--- config.mk ---
export PLATFORM = sky130hd
export DESIGN_NAME = nor_prog_seq
export DESIGN_NICKNAME = d
export VERILOG_FILES = /design/src/rtl/norseq_pkg.sv /design/src/rtl/nor_rst_sync.sv /design/src/rtl/nor_phase_timer.sv /design/src/rtl/nor_seq_fsm.sv /design/src/rtl/nor_bus_drive.sv /design/src/rtl/nor_prog_seq.sv
export SDC_FILE = /design/constraint.sdc
export NUM_CORES = 1
export LEC_CHECK = 0
export BUFFER_PORTS_ARGS = -buffer_cell sky130_fd_sc_hd__buf_2
export CAP_MARGIN = 20
export CORE_ASPECT_RATIO = 0.6
export CORE_MARGIN = 4
export CORE_UTILIZATION = 52
export CTS_BUF_LIST = sky130_fd_sc_hd__clkbuf_4 sky130_fd_sc_hd__clkbuf_8 sky130_fd_sc_hd__clkbuf_16
export CTS_CLUSTER_DIAMETER = 100
export DETAILED_ROUTE_END_ITERATION = 8
export HOLD_SLACK_MARGIN = 0.06
export PLACE_DENSITY = 0.79
export SYNTH_ARGS = -nofsm -noshare
export SYNTH_HDL_FRONTEND = slang
export SYNTH_HIERARCHICAL = 1
export SYNTH_SLANG_ARGS = --single-unit
--- constraint.sdc ---
create_clock -name clk -period 5.6 [get_ports clk]
set_input_delay 0.28 -clock clk [delete_from_list [all_inputs] [get_ports clk]]
set_output_delay 0.28 -clock clk [all_outputs]
set_load 0.1 [all_outputs]
--- src/rtl/norseq_pkg.sv ---
package norseq_pkg;

  typedef enum logic [3:0] {
    S_IDLE   = 4'd0,
    S_UNLK1  = 4'd1,
    S_UNLK2  = 4'd2,
    S_CMD    = 4'd3,
    S_PROG   = 4'd4,
    S_WAIT   = 4'd5,
    S_RSETUP = 4'd6,
    S_RWAIT  = 4'd7,
    S_CAPT   = 4'd8
  } seq_state_t;

  typedef enum logic [1:0] {
    PH_SETUP = 2'd0,
    PH_LOW   = 2'd1,
    PH_HOLD  = 2'd2
  } wr_phase_t;

  // unlock key words, byte mode
  localparam logic [11:0] KEY_ADDR_HI = 12'hAAA;
  localparam logic [11:0] KEY_ADDR_LO = 12'h555;
  localparam logic [7:0]  KEY_BYTE_1  = 8'hAA;
  localparam logic [7:0]  KEY_BYTE_2  = 8'h55;
  localparam logic [7:0]  OPC_PROGRAM = 8'hA0;

  function automatic int max_of5(input int a, input int b, input int c,
                                 input int d, input int e);
    int m;
    m = a;
    if (b > m) m = b;
    if (c > m) m = c;
    if (d > m) m = d;
    if (e > m) m = e;
    return m;
  endfunction

  function automatic logic is_write_state(input seq_state_t s);
    return (s == S_UNLK1) || (s == S_UNLK2) || (s == S_CMD) || (s == S_PROG);
  endfunction

endpackage

--- src/rtl/nor_rst_sync.sv ---
module nor_rst_sync (
  input  logic clk,
  input  logic arst_n,
  output logic srst_n
);

  logic stage_q;
  logic out_q;

  always_ff @(posedge clk or negedge arst_n) begin
    if (!arst_n) begin
      stage_q <= 1'b0;
      out_q   <= 1'b0;
    end else begin
      stage_q <= 1'b1;
      out_q   <= stage_q;
    end
  end

  assign srst_n = out_q;

endmodule

--- src/rtl/nor_phase_timer.sv ---
module nor_phase_timer #(
  parameter int CW = 5
) (
  input  logic          clk,
  input  logic          rst_n,
  input  logic          clr,
  output logic [CW-1:0] cnt
);

  logic [CW-1:0] cnt_d;

  always_comb begin
    if (clr) cnt_d = '0;
    else     cnt_d = cnt + 1'b1;
  end

  always_ff @(posedge clk or negedge rst_n) begin
    if (!rst_n) cnt <= '0;
    else        cnt <= cnt_d;
  end

endmodule

--- src/rtl/nor_seq_fsm.sv ---
module nor_seq_fsm
  import norseq_pkg::*;
#(
  parameter int SETUP_CYC     = 2,
  parameter int PULSE_CYC     = 3,
  parameter int HOLD_CYC      = 2,
  parameter int ACCESS_CYC    = 10,
  parameter int PROG_WAIT_CYC = 20,
  parameter int CW            = 5
) (
  input  logic          clk,
  input  logic          rst_n,
  input  logic          req_prog,
  input  logic          req_read,
  input  logic [CW-1:0] cnt,
  output seq_state_t    state_q,
  output seq_state_t    state_d,
  output wr_phase_t     phase_q,
  output wr_phase_t     phase_d,
  output logic          advance
);

  int        limit;
  logic      phase_end;

  // length of the current phase in cycles
  always_comb begin
    limit = 1;
    if (is_write_state(state_q)) begin
      case (phase_q)
        PH_SETUP: limit = SETUP_CYC;
        PH_LOW:   limit = PULSE_CYC;
        default:  limit = HOLD_CYC;
      endcase
    end else begin
      case (state_q)
        S_WAIT:   limit = PROG_WAIT_CYC;
        S_RSETUP: limit = SETUP_CYC;
        S_RWAIT:  limit = ACCESS_CYC;
        default:  limit = 1;
      endcase
    end
  end

  assign phase_end = (cnt == CW'(limit - 1));

  function automatic seq_state_t after_write(input seq_state_t s);
    case (s)
      S_UNLK1: return S_UNLK2;
      S_UNLK2: return S_CMD;
      S_CMD:   return S_PROG;
      default: return S_WAIT;
    endcase
  endfunction

  // next-state process
  always_comb begin
    state_d = state_q;
    phase_d = phase_q;
    advance = 1'b0;
    case (state_q)
      S_IDLE: begin
        advance = 1'b1;
        phase_d = PH_SETUP;
        if (req_prog)      state_d = S_UNLK1;
        else if (req_read) state_d = S_RSETUP;
      end
      S_UNLK1, S_UNLK2, S_CMD, S_PROG: begin
        if (phase_end) begin
          advance = 1'b1;
          case (phase_q)
            PH_SETUP: phase_d = PH_LOW;
            PH_LOW:   phase_d = PH_HOLD;
            default: begin
              phase_d = PH_SETUP;
              state_d = after_write(state_q);
            end
          endcase
        end
      end
      S_WAIT: begin
        if (phase_end) begin
          advance = 1'b1;
          state_d = S_IDLE;
        end
      end
      S_RSETUP: begin
        if (phase_end) begin
          advance = 1'b1;
          state_d = S_RWAIT;
        end
      end
      S_RWAIT: begin
        if (phase_end) begin
          advance = 1'b1;
          state_d = S_CAPT;
        end
      end
      S_CAPT: begin
        advance = 1'b1;
        state_d = S_IDLE;
      end
      default: begin
        advance = 1'b1;
        state_d = S_IDLE;
        phase_d = PH_SETUP;
      end
    endcase
  end

  // register process
  always_ff @(posedge clk or negedge rst_n) begin
    if (!rst_n) begin
      state_q <= S_IDLE;
      phase_q <= PH_SETUP;
    end else begin
      state_q <= state_d;
      phase_q <= phase_d;
    end
  end

endmodule

--- src/rtl/nor_bus_drive.sv ---
module nor_bus_drive
  import norseq_pkg::*;
#(
  parameter int AW = 21,
  parameter int DW = 8
) (
  input  logic          clk,
  input  logic          rst_n,
  input  seq_state_t    state_q,
  input  seq_state_t    state_d,
  input  wr_phase_t     phase_d,
  input  logic [AW-1:0] req_addr,
  input  logic [DW-1:0] req_wdata,
  input  logic [DW-1:0] fl_dq_in,
  output logic [AW-1:0] fl_addr,
  output logic [DW-1:0] fl_dq_out,
  output logic          fl_dq_oe,
  output logic          fl_ce_n,
  output logic          fl_we_n,
  output logic          fl_oe_n,
  output logic          busy,
  output logic          done,
  output logic [DW-1:0] rd_data
);

  logic [AW-1:0] tgt_addr_q;
  logic [DW-1:0] tgt_data_q;
  logic          accept;
  logic          capture_en;
  logic [AW-1:0] op_addr;

  logic [AW-1:0] addr_n;
  logic [DW-1:0] dq_n;
  logic          oe_drv_n;
  logic          ce_n_n;
  logic          we_n_n;
  logic          oe_n_n;

  assign accept     = (state_q == S_IDLE) && (state_d != S_IDLE);
  assign capture_en = (state_q == S_CAPT);
  assign op_addr    = accept ? req_addr : tgt_addr_q;

  // request operands, clock-enabled on acceptance
  always_ff @(posedge clk or negedge rst_n) begin
    if (!rst_n) begin
      tgt_addr_q <= '0;
      tgt_data_q <= '0;
    end else if (accept) begin
      tgt_addr_q <= req_addr;
      tgt_data_q <= req_wdata;
    end
  end

  // pin values for the coming cycle
  always_comb begin
    addr_n   = '0;
    dq_n     = '0;
    oe_drv_n = 1'b0;
    ce_n_n   = 1'b1;
    we_n_n   = 1'b1;
    oe_n_n   = 1'b1;
    case (state_d)
      S_UNLK1: begin
        addr_n = AW'(KEY_ADDR_HI);
        dq_n   = DW'(KEY_BYTE_1);
      end
      S_UNLK2: begin
        addr_n = AW'(KEY_ADDR_LO);
        dq_n   = DW'(KEY_BYTE_2);
      end
      S_CMD: begin
        addr_n = AW'(KEY_ADDR_HI);
        dq_n   = DW'(OPC_PROGRAM);
      end
      S_PROG: begin
        addr_n = tgt_addr_q;
        dq_n   = tgt_data_q;
      end
      S_RSETUP: begin
        addr_n = op_addr;
        ce_n_n = 1'b0;
      end
      S_RWAIT, S_CAPT: begin
        addr_n = op_addr;
        ce_n_n = 1'b0;
        oe_n_n = 1'b0;
      end
      default: ;
    endcase
    if (is_write_state(state_d)) begin
      oe_drv_n = 1'b1;
      ce_n_n   = 1'b0;
      we_n_n   = (phase_d != PH_LOW);
    end
  end

  always_ff @(posedge clk or negedge rst_n) begin
    if (!rst_n) begin
      fl_addr   <= '0;
      fl_dq_out <= '0;
      fl_dq_oe  <= 1'b0;
      fl_ce_n   <= 1'b1;
      fl_we_n   <= 1'b1;
      fl_oe_n   <= 1'b1;
      busy      <= 1'b0;
      done      <= 1'b0;
    end else begin
      fl_addr   <= addr_n;
      fl_dq_out <= dq_n;
      fl_dq_oe  <= oe_drv_n;
      fl_ce_n   <= ce_n_n;
      fl_we_n   <= we_n_n;
      fl_oe_n   <= oe_n_n;
      busy      <= (state_d != S_IDLE);
      done      <= (state_d == S_IDLE) && (state_q != S_IDLE);
    end
  end

  always_ff @(posedge clk or negedge rst_n) begin
    if (!rst_n)          rd_data <= '0;
    else if (capture_en) rd_data <= fl_dq_in;
  end

endmodule

--- src/rtl/nor_prog_seq.sv ---
module nor_prog_seq
  import norseq_pkg::*;
#(
  parameter int AW            = 21,
  parameter int DW            = 8,
  parameter int SETUP_CYC     = 2,
  parameter int PULSE_CYC     = 3,
  parameter int HOLD_CYC      = 2,
  parameter int ACCESS_CYC    = 10,
  parameter int PROG_WAIT_CYC = 20
) (
  input  logic          clk,
  input  logic          rst_n,
  input  logic          req_prog,
  input  logic          req_read,
  input  logic [AW-1:0] req_addr,
  input  logic [DW-1:0] req_wdata,
  output logic          busy,
  output logic          done,
  output logic [DW-1:0] rd_data,
  output logic [AW-1:0] fl_addr,
  output logic [DW-1:0] fl_dq_out,
  output logic          fl_dq_oe,
  input  logic [DW-1:0] fl_dq_in,
  output logic          fl_ce_n,
  output logic          fl_we_n,
  output logic          fl_oe_n,
  output logic          fl_rst_n,
  output logic          fl_byte_n
);

  localparam int MAX_CYC = max_of5(SETUP_CYC, PULSE_CYC, HOLD_CYC,
                                   ACCESS_CYC, PROG_WAIT_CYC);
  localparam int CW      = $clog2(MAX_CYC + 1);

  logic          srst_n;
  logic          advance;
  logic [CW-1:0] cnt;
  seq_state_t    state_q;
  seq_state_t    state_d;
  wr_phase_t     phase_q;
  wr_phase_t     phase_d;

  nor_rst_sync i_rst_sync (
    .clk    (clk),
    .arst_n (rst_n),
    .srst_n (srst_n)
  );

  nor_phase_timer #(.CW(CW)) i_timer (
    .clk   (clk),
    .rst_n (srst_n),
    .clr   (advance),
    .cnt   (cnt)
  );

  nor_seq_fsm #(
    .SETUP_CYC     (SETUP_CYC),
    .PULSE_CYC     (PULSE_CYC),
    .HOLD_CYC      (HOLD_CYC),
    .ACCESS_CYC    (ACCESS_CYC),
    .PROG_WAIT_CYC (PROG_WAIT_CYC),
    .CW            (CW)
  ) i_fsm (
    .clk      (clk),
    .rst_n    (srst_n),
    .req_prog (req_prog),
    .req_read (req_read),
    .cnt      (cnt),
    .state_q  (state_q),
    .state_d  (state_d),
    .phase_q  (phase_q),
    .phase_d  (phase_d),
    .advance  (advance)
  );

  nor_bus_drive #(.AW(AW), .DW(DW)) i_drive (
    .clk       (clk),
    .rst_n     (srst_n),
    .state_q   (state_q),
    .state_d   (state_d),
    .phase_d   (phase_d),
    .req_addr  (req_addr),
    .req_wdata (req_wdata),
    .fl_dq_in  (fl_dq_in),
    .fl_addr   (fl_addr),
    .fl_dq_out (fl_dq_out),
    .fl_dq_oe  (fl_dq_oe),
    .fl_ce_n   (fl_ce_n),
    .fl_we_n   (fl_we_n),
    .fl_oe_n   (fl_oe_n),
    .busy      (busy),
    .done      (done),
    .rd_data   (rd_data)
  );

  assign fl_rst_n  = srst_n;
  assign fl_byte_n = 1'b0;

endmodule

# Yosys cells after proc, flatten, opt, wreduce, memory -nomap -nowiden
# Index checks and enable logic that the tools add are counted.
dict set report totals {
  latchBits 0
  out_inout_bits 45
  ramBits 0
  mem_count 0
  regBits 85
  rom_bits 0
}
dict set report classes {
  n_addsub 2
  n_shift 0
  n_bitwise 0
  n_reduce_logical 20
  mul 0
  n_div 0
  n_lt_le_gt_ge 0
  n_mux 26
  eq_ne 18
}
# cell count
set op_table {}
lappend op_table {{$pmux W21 S4} 1}
lappend op_table {{$pmux W8 S4} 1}
lappend op_table {{$eq A4 B3 Y1 const B} 7}
lappend op_table {{$mux W4} 7}
lappend op_table {{$mux W21} 1}
lappend op_table {{$pmux W4 S5} 1}
lappend op_table {{$eq A4 B2 Y1 const B} 4}
lappend op_table {{$pmux W5 S3} 1}
lappend op_table {{$mux W5} 2}
lappend op_table {{$pmux W3 S3} 1}
lappend op_table {{$eq A4 B1 Y1 const B} 2}
lappend op_table {{$eq A4 B4 Y1 const B} 2}
lappend op_table {{$logic_not A4 Y1} 2}
lappend op_table {{$mux W1} 8}
lappend op_table {{$pmux W2 S2} 2}
lappend op_table {{$reduce_bool A4 Y1} 2}
lappend op_table {{$reduce_or A4 Y1} 2}
lappend op_table {{$reduce_or A7 Y1} 1}
lappend op_table {{$logic_or A1 B1 Y1} 6}
lappend op_table {{$reduce_or A2 Y1} 3}
lappend op_table {{$add A5 B1 Y5 const B} 1}
lappend op_table {{$eq A5 B5 Y1} 1}
lappend op_table {{$sub A5 B2 Y5 const B} 1}
lappend op_table {{$reduce_or A3 Y1} 1}
lappend op_table {{5 further kinds} 6}

# Logic depth before layout (Yosys ltp)
# Gate-level depths: netlist of the first run.
dict set report logic_depth {
  depth_word 14
  ltp_mapped 19
  ltp_nobuf 14
}

# By module
# The synthesis of the first run kept the hierarchy.
# mod n_inst cells_per_inst area_each_um2
set modules_own_cells {}
lappend modules_own_cells {nor_bus_drive 1 205 2781.4}
lappend modules_own_cells {nor_seq_fsm 1 80 655.6}
lappend modules_own_cells {nor_phase_timer 1 18 220.2}
lappend modules_own_cells {nor_rst_sync 1 3 53.8}
lappend modules_own_cells {nor_prog_seq 1 2 11.3}

# Least setup slack after synthesis of the first run
# OpenSTA, ideal clock, no wires.
dict set report synth_timing {
  path_kind {register to register}
  startpoint {register i_fsm.state_q[0]}
  endpoint {register i_drive.tgt_addr_q[12]}
  synth_period_minus_slack_ps 3924
  setup_time_ps 125
  n_path_buf 5
  stages_incl_launch_ff 18
  slack_ps 1676
  t_required_ps 5475
  arrival_time_ps 3800
  cell_sequence {dfrtp_1 clkbuf_1 xor2_1 o21ai_1 ha_1 and2_1 a22o_1 o32a_1 and2_4 buf_6 and4_4 a211o_1 buf_6 or4_1 buf_2 nand2_2 buf_4 mux2_2}
}
dict set report synth_between {
  elab_chain_cells 12
}
# element line_no
set synth_rtl {}
lappend synth_rtl {{start: declaration} nor_seq_fsm.sv:16} ;# output seq_state_t state_q,
lappend synth_rtl {{start signal: assignment} nor_seq_fsm.sv:117} ;# state_q <= state_d;
lappend synth_rtl {{$eq A4 B1 Y1 / $eq A4 B2 Y1 (equally long branches)} n/a}
lappend synth_rtl {{$logic_or A1 B1 Y1 (3 in series)} norseq_pkg.sv:40} ;# return (s == S_UNLK1) || (s == S_UNLK2) || (s == S_CMD) || (s == S_PROG);
lappend synth_rtl {{$mux W5} nor_seq_fsm.sv:29} ;# if (is_write_state(state_q)) begin
lappend synth_rtl {{$sub A5 B2 Y5} nor_seq_fsm.sv:45} ;# assign phase_end = (cnt == CW'(limit - 1));
lappend synth_rtl {{$eq A5 B5 Y1} nor_seq_fsm.sv:45}
lappend synth_rtl {{$mux W4, on equally long branches} n/a}
lappend synth_rtl {{$pmux W4 S5 *} nor_seq_fsm.sv:61} ;# case (state_q)
lappend synth_rtl {{via state_d[1]} nor_prog_seq.sv:40} ;# seq_state_t state_d;
lappend synth_rtl {{$reduce_bool A4 Y1 *} nor_bus_drive.sv:39} ;# assign accept = (state_q == S_IDLE) && (state_d != S_IDLE);
lappend synth_rtl {{$logic_and A1 B1 Y1 *} nor_bus_drive.sv:39}
lappend synth_rtl {{$mux W21 *} n/a}
lappend synth_rtl {{via i_drive.op_addr[12]} nor_bus_drive.sv:30} ;# logic [AW-1:0] op_addr;
lappend synth_rtl {{end signal: assignment} nor_bus_drive.sv:49} ;# tgt_addr_q <= req_addr;
lappend synth_rtl {{end: declaration} nor_bus_drive.sv:26} ;# logic [AW-1:0] tgt_addr_q;
# The timed path passes the listed nets; every way through them passes the cells marked *.
# A chain may end at the register's enable or synchronous reset.

# Worst setup path in the final report of the first run
dict set report layout_timing {
  startpoint {register i_fsm.state_q[0]}
  endpoint {register i_drive.fl_addr[17]}
}
dict set report layout_between {
  elab_chain_cells 13
}
# element line_no
set layout_rtl {}
lappend layout_rtl {{$eq A4 B1 Y1 / $eq A4 B2 Y1 (equally long branches)} n/a}
lappend layout_rtl {{$logic_or A1 B1 Y1 (3 in series)} norseq_pkg.sv:40}
lappend layout_rtl {{$mux W5} nor_seq_fsm.sv:29}
lappend layout_rtl {{$sub A5 B2 Y5} nor_seq_fsm.sv:45}
lappend layout_rtl {{$eq A5 B5 Y1} nor_seq_fsm.sv:45}
lappend layout_rtl {{$mux W4, on equally long branches} n/a}
lappend layout_rtl {{$pmux W4 S5 *} nor_seq_fsm.sv:61}
lappend layout_rtl {{via state_d[0]} nor_prog_seq.sv:40}
lappend layout_rtl {{$reduce_bool A4 Y1} nor_bus_drive.sv:39}
lappend layout_rtl {{$logic_and A1 B1 Y1} nor_bus_drive.sv:39}
lappend layout_rtl {{$mux W21} nor_bus_drive.sv:41} ;# assign op_addr = accept ? req_addr : tgt_addr_q;
lappend layout_rtl {{$pmux W21 S4 *} nor_bus_drive.sv:62} ;# case (state_d)
lappend layout_rtl {{via i_drive.addr_n[17]} nor_bus_drive.sv:32} ;# logic [AW-1:0] addr_n;
lappend layout_rtl {{end signal: assignment} nor_bus_drive.sv:108} ;# fl_addr <= addr_n;
lappend layout_rtl {{end: declaration} nor_bus_drive.sv:15} ;# output logic [AW-1:0] fl_addr,
# Marked as above.

==> impl_metrics.yaml, run 1 <==
cts:
  cts.clk_slew.worst_paths_ps: 60
  clock_sinks: 85
  cts_max_path_buffers: 2
  htree_levels: 3
  clock_latency_ps: 340
  cts_made_buffers: 9
  cts_tree: "done"
  root_buffer: "clkbuf_16"
  cts_post_setup_buffers_inserted: 0
drt:
  wl_um: 8020
  drcViolationCount: 0
  wl_per_cell_um: 16.7
  postRouteAntennaNets: 0
  via_count: 2668
  vias_per_cell: 5.55
  dr.pass1.iters: 5
  drtIter0Drc: 230
synth:
  synth-seq-cells: 85
  synth.yosys.seq_area_share: 0.572
  synth_xor_xnor_area_share: 0.0188
  synth_mux_area_frac: 0.116
  synth_cells: 308
  synth_edf_count: 0
  synthAdderAreaFrac: 0.00672
  syn_nets: 351
  avgSynthCellArea_um2: 12.1
  yosysWarnings: 6
  synth_compound_area_frac: 0.128
  yosys.cell_types.count: 59
  synth_top_family_by_area: "compound AO/OA/AOI/OAI gates"
  synth_area_um2: 3720
  synthFlopType: "dfrtp_1"
  synth-simple-area-share: 0.109
  async_flop_share: 1.00
setup_path:
  reg2reg_depth: 14
  cp.depth: 14
  crit_path_end_kind: "flop"
  crit_slowest_cell: "or4_1"
  cp.arrival_ps: 4960
  path_max_fanout: 22
  path_cells: "nor3_2 -> o21a_1 -> nor2_1 -> ha_1 -> xor2_1 -> xnor2_1 -> o2111a_1 -> and2_4 -> nand2_1 -> a311o_1 -> or4_1 -> nand2_2 -> nor2_1 -> a22o_1"
  required_ps: 5820
  r2r_end: "i_drive/fl_addr[17]"
  reg2reg_slack_ps: 860
  path_buf_inv: 0
  max_stage_delay_ps: 620
  r2r-start: "i_fsm/state_q[0]"
  crit_top_cell: "nor2_1"
  critPathKind: "flop to flop"
  crit_family: "simple AND/OR/NAND/NOR gates"
  critPathLaunchType: "flop"
timing:
  max_slew_margin: 0.389
  hold_violations: 0
  clock.fmax_mhz: 211
  post-route-period-util: 0.847
  rsz0062_at_grt: "no"
  finalMaxSlewViolations: 0
  period_needed_ps: 4740
  fin_skew_ps: 4.10
  tightest_slew_ps: 913
  setup_violations: 0
  fin_tns_setup_ps: 0
min_path:
  min-delay-start: "fl_dq_in[1]"
  min_delay_path_depth: 2
  hold_class: "input pin to flop"
  min_to: "i_drive/rd_data[1]"
final_layout:
  area_growth_syn_to_layout_pct: 20.4
  num_antenna_cells: 0
  fin_nets: 432
  layout-drive-gt1-share: 0.365
  instances_no_fill: 481
place:
  port_buffers: 84
  placed_cells: 464
  place.gp.congestion: 0.856
  hpwl_um: 5640
run:
  drv_cap: 0
global_route:
  grt_overflow: 0
  grt_pass1_vias: 2622
  antenna_found_initial: 0
  grt_max_degree: 68
  grt_usage: 0.204
  grt_pass1_wl_um: 13100
die:
  dieArea_um2: 8620
  rows: 23
  core_um2: 6820
  die_w_um: 117
  io_pins: 86
  start_util: 0.546
  die_h_um: 73.5
status:
  status: "complete, no violations"
## metrics by stage
stage | hold WS [ps] | setup WS (ps) | utilization | cell area [um2]
after floorplan | -15.6 | 1680 | - | 3720
after global placement | 65.6 | 1080 | 0.610 | 4160
after detailed placement | 67.9 | 933 | 0.610 | 4160
after CTS | 156 | 851 | 0.657 | 4480
after global routing | 151 | 518 | 0.657 | 4480
final | 170 | 859 | 0.657 | 4480
## synth_stat cells (all sizes together) (8+ instances only)
master,count,area share
dfrtp,82,0.55
mux2,27,0.084
a21oi,24,0.032
nor2,20,0.020
inv,14,0.014
o22ai,13,0.022
mux2i,12,0.032
a22o,10,0.024
buf,10,0.023
nor2b,9,0.015
clkbuf,8,0.0081
nor3,8,0.012
## state kept, by name, summed over array words and instances, names as in the netlist, 2 cells and up
register            cells
i_timer/cnt             5
i_drive/fl_addr        21
i_fsm/state_q           4
i_drive/fl_dq_out       8
i_fsm/phase_q           2
i_drive/tgt_data_q      8
i_drive/tgt_addr_q     21
i_drive/rd_data         8
## routing by layer
layer / wire, um / up-vias / track usage
met5: 0 / - / 0
met4: 76 / 0 / 0.0623
met3: 701 / 7 / 0.0749
met2: 3470 / 110 / 0.276
met1: 3760 / 1292 / 0.306
li1: - / 1259 / -
## layout by cell type, fill, tap and decap left out, drive strengths merged, types with 3 or more instances in the layout
| cell type | instances |
|---|---|
| a21oi | 24 |
| a22o | 10 |
| a31o | 3 |
| and2 | 3 |
| buf | 87 |
| clkbuf | 9 |
| clkinv | 3 |
| dfrtp | 82 |
| dfstp | 3 |
| inv | 17 |
| mux2 | 27 |
| mux2i | 12 |
| nand2 | 6 |
| nand3 | 5 |
| nor2 | 20 |
| nor2b | 9 |
| nor3 | 8 |
| o21ai | 4 |
| o22ai | 13 |
| xnor2 | 4 |
| xor2 | 4 |
## cell type report
class / count / area [um2]
repair buffers: 88 / 453
multi-input cells: 189 / 1420
fillers: 540 / 2340
inverters: 16 / 60.1
clock buffers: 9 / 225
clock inverters: 7 / 82.6
flip-flops and latches: 85 / 2130
well taps: 87 / 109
## cells by family (layout without fill, tap and decap cells)
kind of cell / after synthesis / count (layout)
XOR/XNOR: 8 / 8
adder cells (fa/ha/maj): 2 / 2
buffers and inverters: 34 / 120
AND/OR/NAND/NOR: 69 / 69
multiplexers: 39 / 39
other: 2 / 2
AO/OA/AOI/OAI: 69 / 69
flip-flops: 85 / 85
## how the worst max path moves through the flow
stage,from,end,slack [ps]
after floorplan,i_fsm/state_q[0],i_drive/tgt_addr_q[12],1680
final,i_fsm/state_q[0],i_drive/fl_addr[17],860
after CTS,i_fsm/state_q[0],i_drive/fl_addr[17],850
after detailed placement,i_fsm/state_q[0],i_drive/fl_addr[12],930
after global routing,i_fsm/state_q[0],i_drive/fl_addr[17],520
after global placement,i_fsm/state_q[0],i_drive/fl_addr[19],1080
## what timing repair did
| item | in CTS | in global routing |
|---|---|---|
| hold endpoints to repair | 2 | 0 |
| hold buffers | 1 | 0 |
| resized for setup | 0 | 0 |
Power of run 1 is not shown: default switching activity piles up to over one toggle a cycle in this logic, so the estimate is an artifact.
==> inputs of run 2 (changes only) <==
==> constraint.sdc (replaced) <==
create_clock -name clk -period 4.5 [get_ports clk]
set_input_delay 0.225 -clock clk [delete_from_list [all_inputs] [get_ports clk]]
set_output_delay 0.225 -clock clk [all_outputs]
set_load 0.1 [all_outputs]
==> run 2 against run 1 <==
Compared with the run above:
- routed wire length increased by 4.6%
- highest routed layer unchanged
- via count increased by 3.2%
- critical path depth unchanged
- final cell count increased by 2.1%
- critical path type unchanged
- setup slack got worse by 550 ps
- die area unchanged
==> impl_metrics.yaml, run 2 (synthesis results as in run 1) <==
cts:
  clock_sinks: 85
  cts.clk_slew.worst_paths_ps: 60
  root_buffer: "clkbuf_16"
  cts_max_path_buffers: 2
  cts_made_buffers: 9
  clock_latency_ps: 330
  cts_tree: "done"
  htree_levels: 3
timing:
  post-route-period-util: 0.932
  finalMaxSlewViolations: 0
  max_slew_margin: 0.387
  fin_skew_ps: 3.24
  period_needed_ps: 4200
  fin_tns_setup_ps: 0
  tightest_slew_ps: 917
  clock.fmax_mhz: 238
  hold_violations: 0
  setup_violations: 0
  rsz0062_at_grt: "no"
final_layout:
  layout-drive-gt1-share: 0.384
  fin_nets: 442
  num_antenna_cells: 0
  final_cell_mix: "84 x buf_2, 81 x dfrtp_1, 25 x mux2_2, 24 x a21oi_1, 20 x nor2_1"
  nFillCells: 526
  mostFrequentLayoutCell: "buf_2"
  area_growth_syn_to_layout_pct: 23.0
  fin_area_um2: 4580
  biggestRegsByFlops: "i_drive/fl_addr x21, i_drive/tgt_addr_q x21"
setup_path:
  critPathKind: "flop to flop"
  path_max_fanout: 11
  crit_path_end_kind: "flop"
  critPathLaunchType: "flop"
  cp.arrival_ps: 4410
  required_ps: 4710
drt:
  drcViolationCount: 0
  met2RoutedLength_um: 3680
  vias_per_cell: 5.61
  wl_met1_um: 3960
  top_layer: "met4"
  wl_met3_um: 698
  wl_um: 8390
  wl_per_cell_um: 17.1
  postRouteAntennaNets: 0
  via_count: 2754
  dr.pass1.iters: 4
  drtIter0Drc: 293
global_route:
  grt_max_degree: 53
  antenna_found_initial: 0
  grt_usage: 0.211
  grt_pass1_wl_um: 13700
  grt_overflow: 0
  grt_pass1_vias: 2737
place:
  port_buffers: 84
  place.gp.congestion: 0.935
  place_area_um2: 4220
  hpwl_um: 5950
die:
  dieArea_um2: 8620
  die_h_um: 73.5
  start_util: 0.546
  io_pins: 86
  core_um2: 6820
  rows: 23
  die_w_um: 117
min_path:
  hold_class: "input pin to flop"
run:
  drv_cap: 0
status:
  status: "complete, no violations"
run 2: metal layers:
layer  GRT usage  vias up
li1            -     1277
met1       0.308     1365
met2       0.294      106
met3      0.0782        6
met4      0.0611        0
met5           0        -
run 2: worst max-delay path, stage by stage, from the launching register on:
cell	delay, ps
dfrtp_1	530
nor3_4	310
o21a_1	190
nor2_1	50
ha_1	250
a211oi_1	360
o32a_1	250
and2_4	220
nand2_1	70
a311o_1	470
or4_1	650
nand2_4	160
buf_4	170
mux2i_1	270
o22ai_1	120
run 2: layout make-up:
| class | instances | area [um2] | share of cell area |
|---|---|---|---|
| Clock buffer | 12 | 254 | 0.0555 |
| Clock inverter | 4 | 48.8 | 0.0107 |
| Inverter | 16 | 60.1 | 0.0131 |
| Multi-Input combinational cell | 189 | 1430 | 0.313 |
| Sequential cell | 85 | 2130 | 0.466 |
| Tap cell | 87 | 109 | 0.0238 |
| Timing Repair Buffer | 98 | 541 | 0.118 |
run 2: final timing paths:
| check | startpoint | end | slack (ps) | cells after the start |
|---|---|---|---|---|
| worst min-delay path | req_addr[11] | i_drive/tgt_addr_q[11] | 120 | 3 |
| worst min register to register | i_rst_sync/srst_n | i_drive/tgt_addr_q[4] | 270 | 0 |
| max in group asynchronous | i_rst_sync/srst_n | i_drive/tgt_addr_q[16] | 3220 | 1 |
| worst max register to register | i_fsm/state_q[0] | i_drive/fl_addr[1] | 300 | 14 |
| min in group asynchronous | rst_n | i_rst_sync/srst_n | 210 | 2 |
| worst max-delay path | i_fsm/state_q[0] | i_drive/fl_addr[1] | 300 | 14 |
run 2: per-stage QoR:
stage / std cells / setup slack (ps) / hold WS, ps / util
final: 491 / 304 / 118 / 0.671
after global routing: 491 / 73.3 / 112 / 0.671
after CTS: 487 / 183 / 109 / 0.665
after detailed placement: 470 / 197 / 11.4 / 0.619
after global placement: 470 / 294 / 9.38 / 0.619
after floorplan: 308 / 576 / -70.6 / -
run 2: timing repair:
item                                   4_1_cts  5_1_grt
endpoints found under the hold margin        2        0
setup endpoints to repair                    0       28
setup buffers                                0        4
hold buffers                                 1        0
gates resized for setup                      0        3
Power of run 2 is left out for the same reason.
==> inputs of run 3 (changes only) <==
--- a/config.mk
+++ b/config.mk
@@ -5,10 +5,11 @@
 export SDC_FILE = /design/constraint.sdc
 export NUM_CORES = 1
 export LEC_CHECK = 0
+export ABC_AREA = 1
 export BUFFER_PORTS_ARGS = -buffer_cell sky130_fd_sc_hd__buf_2
 export CAP_MARGIN = 20
 export CORE_ASPECT_RATIO = 0.6
-export CORE_MARGIN = 4
+export CORE_MARGIN = 2
 export CORE_UTILIZATION = 52
 export CTS_BUF_LIST = sky130_fd_sc_hd__clkbuf_4 sky130_fd_sc_hd__clkbuf_8 sky130_fd_sc_hd__clkbuf_16
 export CTS_CLUSTER_DIAMETER = 100
==> run 3 against run 2 <==
Compared with the run above:
- final cell count up 41%
- fmax rose by 3.7%
- count of clock-buffer cells in the layout up 2
- via count increased by 26%
- die area down 0.68%
- hold slack gained 7.8 ps
- sequential share of layout area fell by 2.4 points
- largest cell class unchanged
- highest routed layer unchanged
==> impl_metrics.yaml, run 3 <==
synth:
  yosysWarnings: 6
  synth_edf_count: 0
  synth_xor_xnor_area_share: 0.00216
  synth_top_area_frac: 0.505
  yosysTopAreaCell: "dfrtp_1"
  synth_top_family_by_area: "simple AND/OR/NAND/NOR gates"
  yosys.cell_types.count: 28
  synth.most_common_cell: "nand2_1"
  async_flop_share: 1.00
  avgSynthCellArea_um2: 8.05
  synthFlopType: "dfrtp_1"
  synth_cells: 505
  synth.yosys.seq_area_share: 0.524
  synthAdderAreaFrac: 0.00616
  syn_nets: 548
  synthTopCellsByArea: "dfrtp_1 50%, nand2_1 13%, nand3_1 7.9%"
  synth-seq-cells: 85
  synth-simple-area-share: 0.309
  synth_area_um2: 4060
  synth_mux_area_frac: 0
  synth_compound_area_frac: 0.0431
  yosys-top-cells-count: "140 x nand2_1, 84 x inv_1, 82 x dfrtp_1, 64 x nand3_1"
timing:
  clock.fmax_mhz: 247
  max_slew_margin: 0.431
  post-route-period-util: 0.899
  period_needed_ps: 4050
  finalMaxSlewViolations: 0
  fin_ws_ps: 453
  fin_skew_ps: 7.27
  tightest_slew_ps: 851
  fin_tns_setup_ps: 0
  hold_violations: 0
  rsz0062_at_grt: "no"
  setup_violations: 0
setup_path:
  path_cells: "inv_2 -> nand2_1 -> nand2_1 -> nand2_1 -> o21ai_1 -> inv_1 -> ha_1 -> xor2_1 -> nand3_2 -> nor2_4 -> nand3_2 -> a21oi_1 -> nand2_1 -> nor2_4 -> nand2_4 -> nand2_2 -> nand2_1 -> nand3_1 -> nand2_1"
  reg2reg_depth: 19
  required_ps: 4700
  max_stage_delay_ps: 550
  r2r_end: "i_drive/fl_addr[11]"
  crit_path_end_kind: "flop"
  crit_family: "simple AND/OR/NAND/NOR gates"
  crit_top_cell: "nand2_1"
  path_max_fanout: 32
  r2r-start: "i_fsm/state_q[0]"
  critPathKind: "flop to flop"
  reg2reg_slack_ps: 450
  path_buf_inv: 2
  crit_slowest_cell: "nand2_2"
  critPathLaunchType: "flop"
  cp.arrival_ps: 4250
cts:
  cts_max_path_buffers: 2
  holdBufCountCts: 1
  cts_made_buffers: 9
  root_buffer: "clkbuf_16"
  cts.clk_slew.worst_paths_ps: 60
  clock_sinks: 85
  cts_post_setup_buffers_inserted: 0
  cts_tree: "done"
  htree_levels: 3
  clock_latency_ps: 330
  ctsResizeCount: 0
die:
  die_h_um: 72.5
  io_pins: 86
  rows: 24
  die_w_um: 118
  core_um2: 7420
  start_util: 0.548
  dieArea_um2: 8560
place:
  hpwl_um: 6350
  place.gp.congestion: 0.851
  port_buffers: 84
  pre_cts_slack_ps: 594
  place_area_um2: 4510
drt:
  vias_per_cell: 5.01
  drcViolationCount: 0
  via_count: 3478
  dr.pass1.iters: 6
  wl_per_cell_um: 13.1
  wl_um: 9120
  postRouteAntennaNets: 0
  drtIter0Drc: 253
global_route:
  grt_overflow: 0
  grt_pass1_vias: 3272
  antenna_found_initial: 0
  grt_pass1_wl_um: 15200
  grt_usage: 0.227
  grt_max_degree: 85
run:
  drv_cap: 0
final_layout:
  fin_area_um2: 4820
  area_growth_syn_to_layout_pct: 18.7
  fin_util: 0.650
  biggestRegsByFlops: "i_drive/fl_addr x21, i_drive/tgt_addr_q x21"
  fin_nets: 628
  mostFrequentLayoutCell: "nand2_1"
  final_cell_mix: "140 x nand2_1, 84 x inv_1, 84 x buf_2, 81 x dfrtp_1, 64 x nand3_1"
  num_antenna_cells: 0
  layout-drive-gt1-share: 0.222
min_path:
  min_to: "i_drive/tgt_data_q[0]"
  min-delay-start: "req_wdata[0]"
  min_delay_path_depth: 3
  hold_class: "input pin to flop"
status:
  status: "complete, no violations"
==> run 3: final cells by class <==
cell class	instances	area (um2)
Fill cell	629	2590
Sequential cell	85	2130
Multi-Input combinational cell	311	1470
Timing Repair Buffer	87	465
Inverter	91	342
Clock buffer	14	269
Tap cell	104	130
Clock inverter	2	10.0
==> run 3: metal layers <==
layer | share of wire | track usage
met4 | 0.014 | 0.0790
met3 | 0.093 | 0.0676
met5 | 0 | 0
met1 | 0.46 | 0.325
met2 | 0.43 | 0.333
==> run 3: logic make-up after synthesis <==
family / Yosys count
adder cells (fa/ha/maj): 2
buffers and inverters: 109
XOR/XNOR: 1
AO/OA/AOI/OAI: 34
AND/OR/NAND/NOR: 272
flip-flops: 85
other: 2
==> run 3: stage by stage <==
step                instances  hold WS (ps)
floorplan                 505         -70.6
global placement          676          10.2
detailed placement        676          12.3
CTS                       693           119
global route              694           135
finish                    694           125
==> run 3: worst max-delay path by stage <==
stage	from	end	slack (ps)	depth (start not counted)
finish	i_fsm/state_q[0]	i_drive/fl_addr[11]	450	19
global placement	i_fsm/state_q[0]	i_drive/fl_addr[0]	700	21
CTS	i_fsm/state_q[0]	i_drive/fl_addr[11]	580	19
floorplan	i_rst_sync/srst_n	i_drive/busy	1140	0
global route	i_fsm/state_q[0]	i_drive/fl_addr[11]	140	23
detailed placement	i_fsm/state_q[0]	i_drive/fl_addr[11]	590	19
==> run 3: worst reg2reg max path: stages, from the launching register on <==
cell and delay (ps):
dfrtp_1 470, inv_2 160, nand2_1 80, nand2_1 110, nand2_1 120, o21ai_1 160, inv_1 70, ha_1 300
xor2_1 190, nand3_2 110, nor2_4 190, nand3_2 210, a21oi_1 180, nand2_1 180, nor2_4 200, nand2_4 240
nand2_2 560, nand2_1 180, nand3_1 130, nand2_1 90
Power of run 3 is left out for the same reason.
